File: config.mk
export PLATFORM = sky130hd
export DESIGN_NAME = cmp_timer
export DESIGN_NICKNAME = d
export VERILOG_FILES = /design/src/rtl/cmp_timer_pkg.sv /design/src/rtl/cmp_timer_counter.sv /design/src/rtl/cmp_timer_compare.sv /design/src/rtl/cmp_timer_flags.sv /design/src/rtl/cmp_timer.sv
export SDC_FILE = /design/constraint.sdc
export NUM_CORES = 1
export LEC_CHECK = 0
export ABC_AREA = 1
export BUFFER_PORTS_ARGS = -buffer_cell sky130_fd_sc_hd__clkbuf_2
export CORE_MARGIN = 2
export CORE_UTILIZATION = 49
export DETAILED_ROUTE_END_ITERATION = 16
export GPL_TIMING_DRIVEN = 0
export PLACE_DENSITY = 0.89
export SETUP_SLACK_MARGIN = 0.15
export SYNTH_ARGS = -nofsm -noshare
export SYNTH_HDL_FRONTEND = slang
export SYNTH_SLANG_ARGS = --single-unit
File: constraint.sdc
create_clock -name clk -period 1.8 [get_ports clk]
set_clock_uncertainty 0.1 [all_clocks]
set_input_delay 0.27 -clock clk [delete_from_list [all_inputs] [get_ports clk]]
set_output_delay 0.27 -clock clk [all_outputs]
set_load 0.03 [all_outputs]
File: src/rtl/cmp_timer_pkg.sv
package cmp_timer_pkg;

    localparam int unsigned CNT_W_DEF    = 32;
    localparam int unsigned REL_W_DEF    = 3;
    localparam int unsigned STAT_REL_DEF = 1;
    localparam int unsigned COUNT_RST    = 1;

    // Per-cycle control gathered from the strobes
    typedef struct packed {
        logic tick;
        logic freeze;
        logic count_we;
        logic compare_we;
    } tmr_ctl_t;

    // Interrupt-side state
    typedef struct packed {
        logic irq;
        logic stat;
    } tmr_flags_t;

    function automatic logic counts_now(input tmr_ctl_t c);
        return c.tick && !c.freeze && !c.count_we;
    endfunction

endpackage

File: src/rtl/cmp_timer_counter.sv
module cmp_timer_counter
    import cmp_timer_pkg::*;
#(
    parameter int unsigned CNT_W   = CNT_W_DEF,
    parameter int unsigned RST_VAL = COUNT_RST
) (
    input  logic             clk,
    input  logic             rst,
    input  tmr_ctl_t         ctl,
    input  logic [CNT_W-1:0] wdata,
    input  logic [CNT_W-1:0] cmp_val,
    output logic [CNT_W-1:0] count,
    output logic             match
);
    logic             adv;
    logic [CNT_W-1:0] count_inc;

    always_comb begin
        adv       = counts_now(ctl);
        count_inc = count + CNT_W'(1);
        match     = adv && (count_inc == cmp_val);
    end

    always_ff @(posedge clk) begin
        if (rst) begin
            count <= CNT_W'(RST_VAL);
        end else if (ctl.count_we) begin
            count <= wdata;
        end else if (adv) begin
            count <= count_inc;
        end
    end
endmodule

File: src/rtl/cmp_timer_compare.sv
module cmp_timer_compare
    import cmp_timer_pkg::*;
#(
    parameter int unsigned CNT_W = CNT_W_DEF
) (
    input  logic             clk,
    input  logic             rst,
    input  tmr_ctl_t         ctl,
    input  logic [CNT_W-1:0] wdata,
    output logic [CNT_W-1:0] cmp_val
);
    always_ff @(posedge clk) begin
        if (rst) begin
            cmp_val <= '0;
        end else if (ctl.compare_we) begin
            cmp_val <= wdata;
        end
    end
endmodule

File: src/rtl/cmp_timer_flags.sv
module cmp_timer_flags
    import cmp_timer_pkg::*;
#(
    parameter int unsigned REL_W    = REL_W_DEF,
    parameter int unsigned STAT_REL = STAT_REL_DEF
) (
    input  logic             clk,
    input  logic             rst,
    input  tmr_ctl_t         ctl,
    input  logic             match,
    input  logic [REL_W-1:0] rel,
    output tmr_flags_t       flags
);
    localparam logic [REL_W-1:0] REL_SEL = REL_W'(STAT_REL);

    tmr_flags_t flags_nxt;
    logic       stat_live;

    always_comb begin
        stat_live = (rel == REL_SEL);
        flags_nxt = flags;
        // acknowledge takes precedence over a same-cycle match
        if (ctl.compare_we) begin
            flags_nxt.irq = 1'b0;
            if (stat_live) flags_nxt.stat = 1'b0;
        end else if (match) begin
            flags_nxt.irq = 1'b1;
            if (stat_live) flags_nxt.stat = 1'b1;
        end
    end

    always_ff @(posedge clk) begin
        if (rst) begin
            flags <= '0;
        end else begin
            flags <= flags_nxt;
        end
    end
endmodule

File: src/rtl/cmp_timer.sv
module cmp_timer
    import cmp_timer_pkg::*;
#(
    parameter int unsigned CNT_W    = CNT_W_DEF,
    parameter int unsigned REL_W    = REL_W_DEF,
    parameter int unsigned STAT_REL = STAT_REL_DEF
) (
    input  logic             clk,
    input  logic             rst,
    input  logic             tick_en,
    input  logic             count_freeze,
    input  logic             count_wr,
    input  logic             compare_wr,
    input  logic [CNT_W-1:0] wr_data,
    input  logic [REL_W-1:0] arch_rel,
    output logic [CNT_W-1:0] count_q,
    output logic [CNT_W-1:0] compare_q,
    output logic             timer_irq,
    output logic             timer_stat
);
    tmr_ctl_t   ctl;
    tmr_flags_t flags;
    logic       match;

    always_comb begin
        ctl.tick       = tick_en;
        ctl.freeze     = count_freeze;
        ctl.count_we   = count_wr;
        ctl.compare_we = compare_wr;
    end

    cmp_timer_counter #(.CNT_W(CNT_W), .RST_VAL(COUNT_RST)) u_count (
        .clk     (clk),
        .rst     (rst),
        .ctl     (ctl),
        .wdata   (wr_data),
        .cmp_val (compare_q),
        .count   (count_q),
        .match   (match)
    );

    cmp_timer_compare #(.CNT_W(CNT_W)) u_compare (
        .clk     (clk),
        .rst     (rst),
        .ctl     (ctl),
        .wdata   (wr_data),
        .cmp_val (compare_q)
    );

    cmp_timer_flags #(.REL_W(REL_W), .STAT_REL(STAT_REL)) u_flags (
        .clk   (clk),
        .rst   (rst),
        .ctl   (ctl),
        .match (match),
        .rel   (arch_rel),
        .flags (flags)
    );

    assign timer_irq  = flags.irq;
    assign timer_stat = flags.stat;
endmodule

Word-level counts from Yosys, hierarchy flattened
Index checks and enable logic that the tools add are counted.
W data, S select, Z words.
- $add $sub $neg: 1
- eq/ne operators: 2
- muxes and demuxes: 6
- reductions and logical operators: 9
- operators with widths (kind ; number):
    $mux W32 ; 2
    $add A32 B1 Y32 const B ; 1
    $eq A32 B32 Y1 ; 1
    $mux W1 ; 4
    $reduce_bool A2 Y1 ; 2
    $eq A3 B1 Y1 const B ; 1
    $logic_and A1 B1 Y1 ; 3
    $logic_not A1 Y1 ; 2
    $reduce_and A2 Y1 ; 1
    $reduce_or A2 Y1 ; 1
- register bits: 66
- input bits: 41

Depth between registers and ports, before layout
- word-level depth: 6
- depth in mapped cells: 16
- depth with buffers taken out: 16

Cells and area by module
A second synthesis with hierarchy kept.
- cells, all modules: 766
- area, all modules: 4486.8 um2
- modules (own cells, without submodules) (module ; times used ; cells each ; area an instance (um2)):
    cmp_timer_counter ; 1 ; 550 ; 3057.9
    cmp_timer_compare ; 1 ; 203 ; 1338.8
    cmp_timer_flags ; 1 ; 13 ; 90.1

Worst setup path before layout
OpenSTA, ideal clock, no wires.
- path kind: register -> register
- start point: register u_count.count[0]
- end point: register u_flags.flags[0] (netlist name)
- setup time: 70 ps
- data arrival time: 2053 ps
- slack: -422 ps
- cell stages (with the launch flop): 16
- path buffers: 0
- clock period less this slack: 2222 ps
- path through: dfxtp_1 ha_1 nand2_2 nor2_4 nand2_1 nor2_4 nand2_2 nand3b_1 nand2_1 inv_1 nand2_1 nor2_1 nand2_1 nor2_2 nand4_1 a21oi_1
- longest elaborated chain between the ends: 5
- ends and longest elaborated chain (what ; line ; RTL):
    start, declared ; cmp_timer_counter.sv:12 ; output logic [CNT_W-1:0] count,
    start signal, assigned ; cmp_timer_counter.sv:26 ; count <= CNT_W'(RST_VAL);
    start signal, assigned ; cmp_timer_counter.sv:28 ; count <= wdata;
    start signal, assigned ; cmp_timer_counter.sv:30 ; count <= count_inc;
    $add A32 B1 Y32 ; cmp_timer_counter.sv:20 ; count_inc = count + CNT_W'(1);
    $eq A32 B32 Y1 ; cmp_timer_counter.sv:21 ; match = adv && (count_inc == cmp_val);
    $logic_and A1 B1 Y1 ; cmp_timer_counter.sv:21 ;
    $reduce_bool A2 Y1 (no source line) ; - ;
    $reduce_and A2 Y1 (no source line) ; - ;
Every way passes these cells.
A chain may end at the register's enable or synchronous reset.

Final worst setup path
- start point: register u_count.count[1]
- end point: register u_flags.flags[0] (netlist name)
- longest elaborated chain between the ends: 5
- ends and longest elaborated chain (what ; line):
    $add A32 B1 Y32 ; cmp_timer_counter.sv:20
    $eq A32 B32 Y1 ; cmp_timer_counter.sv:21
    $logic_and A1 B1 Y1 ; cmp_timer_counter.sv:21
    $reduce_bool A2 Y1 (no source line) ; -
    $reduce_and A2 Y1 (no source line) ; -
Every way passes these cells.

==> qor.yml <==
global_routing:
  grt_pass1_wl_mm: 23.8
  gr-total-overflow: 0
  antenna_found_initial: 0
  grt_pass1_vias: 4749
  grt_max_degree: 13
  track_usage: 0.311
synthesis:
  synth_area_leaders: "dfxtp_1, nand2_1, nand3_1, nor2_1, inv_1"
  synth_top_area_cell: "dfxtp_1"
  yosys.area_share.simple: 0.459
  synth_top_area_share: 0.304
  syn_avg_cell_area_um2: 6.08
  syn-num-nets: 757
  synth.most_common_cell: "nand2_1"
  synthTopCellsByCount: "nand2_1, nor2_1, nand3_1"
  syn_inst: 715
  ys_seq_area_frac: 0.304
  synth-xor-area-share: 0.0400
  yosys_most_used_dff: "dfxtp_1"
  synth_enable_flop_cells: 0
  synthArstFlopShare: 0
  synth_compound_area_frac: 0.114
  synthesis.area_mm2: 0.00434
  ys_ff_latch: 66
  synth_top_family_by_area: "simple AND/OR/NAND/NOR gates"
  synth_warnings: 0
  synthMuxAreaShare: 0
  yosys.area_share.adder: 0.00288
  synth.distinct_cells: 28
drt:
  drc: 0
  vias: 5261
  firstDrtPassIters: 6
  viasPerCell: 5.46
  wl_per_cell_um: 16.0
  antenna_left: 0
  routed_wl_mm: 15.4
  drt_iter0_drc: 416
power_and_ir_drop:
  p_total_mw: 3.97
  ir_drop_uv: 412
  powerDensity_mw_per_mm2: 703
  p_leak_nw: 2.60
critical_path:
  cp.required_ps: 1990
  arrival_ps: 2440
  crit_type: "reg2reg"
  startpoint_type: "register"
  cp_max_fo: 6
  r2r_slack_ps: -450
  cp-end-kind: "register"
die:
  die_x_um: 98.2
  boundaryPins: 107
  num_rows: 34
  die-area_mm2: 0.00963
  die_h_um: 98.2
  initial_core_util: 0.501
  core_area_mm2: 0.00868
timing:
  setup-violations-final: 5
  fin_crit_ps: 2250
  maxSlewViolCount: 0
  rsz0062_at_grt: "true"
  tightestPinTransition_ps: 747
  hold_viol: 0
  fmax_mhz: 444
  whs_ps: 54.5
  fin_ws_ps: -454
  finalCritPeriodShare: 1.25
  maxSlewHeadroom: 0.502
clock_tree:
  cts_inserted_buffers: 9
  root_buffer: "clkbuf_8"
  cts_buffer_depth: 2
  htree_num_levels: 3
  cts_tree: "done"
  insertion_delay_ps: 360
  clock-sinks: 66
  postCtsHoldBufs: 0
  clk_pin_slew_ps: 80
place:
  dp_slack_ps: -423
  dp.cells: 927
  dpl.hpwl_mm: 11.0
  gp_routability_congestion: 0.979
  portBuffers: 104
layout:
  diodes: 0
  drive_gt1_frac: 0.290
  stdcell_count: 964
  syn_to_final_growth_pct: 30.1
  nets: 893
status:
  violations: "setup timing"
  status: "complete, but fails checks"
job:
  maxCapViolCount: 0
worst_hold_path:
  min_path_type: "in2reg"
[per-stage QoR]
step	utilization	setup TNS, ps	area [µm²]
finish	0.651	-1150	5650
global route	0.651	-1780	5650
global placement	0.582	-2330	5050
CTS	0.625	-752	5420
detailed placement	0.582	-3760	5050
floorplan	-	-261	4400
[where the power goes]
group / leakage (nW) / internal, mW / switching, mW
clock network: 0.105 / 0.777 / 0.636
registers: 0.558 / 1.56 / 0.130
logic: 1.94 / 0.295 / 0.578
total: 2.60 / 2.63 / 1.34
[sequential cells by signal, summed over array words and instances, names as in the netlist]
name               cells
u_flags.flags          2
u_count.count         32
u_compare.cmp_val     32
[final cells by class]
type                    instances  area, µm²
fillers                       809       3030
multi-input cells             556       2880
flip-flops and latches         66       1370
repair buffers                125        686
inverters                      70        270
well taps                     108        135
clock buffers                   9        124
clock inverters                 7       93.8
plain buffers                  23       91.3
[worst paths after layout]
check / from / to / cells past startpoint
worst max-delay path: u_count.count[1] / u_flags.flags[0] / 15
worst min-delay path: wr_data[4] / u_count.count[4] / 3
worst max register to register: u_count.count[1] / u_flags.flags[0] / 15
worst min register to register: u_flags.flags[1] / u_flags.flags[1] / 2
[placed cells by master, fill, tap and decap left out, drive strengths merged, types with 2 or more instances in the layout]
master	Yosys	routed
buf	0	22
bufinv	0	2
o21ai	35	35
clkinv	1	4
a31oi	31	31
nand2	266	266
clkinvlp	0	2
xnor3	4	4
inv	69	69
nand3b	7	7
xnor2	4	4
nor2	95	95
a21oi	25	25
dfxtp	66	66
clkbuf	23	135
nand3	82	82
xor2	2	2
[critical path: stages, from the launching register on]
cell and delay (ps):
dfxtp_4 380, ha_4 150, nand2_4 60, nor2_4 230
nand2_4 160, inv_1 120, nand2_1 90, nand3_1 70
nand2_1 50, nor2_1 150, nand2_1 70, nor2_1 90
nand2_1 80, nor2_2 140, nand4_1 90, a21oi_1 150
[per-layer routing]
| layer | wire (µm) | track usage |
|---|---|---|
| met5 | 0 | 0 |
| met2 | 6880 | 0.476 |
| met4 | 601 | 0.144 |
| met3 | 1380 | 0.0387 |
| met1 | 6540 | 0.439 |
[timing repair]
item,4_1_cts,5_1_grt
setup endpoints to repair,16,32
pin swaps,12,26
resized for setup,23,55
hold endpoints to repair,0,0
cloned,0,0
buffers inserted,11,10
[cell families after synthesis]
logic type,after synthesis
and+or+nand+nor,453
adders and majority gates,1
buffers and inverters,93
AOI/OAI and AO/OA,91
DFF,66
xor gates and xnor gates,11
No activity file was read; power rests on OpenSTA's default activity.
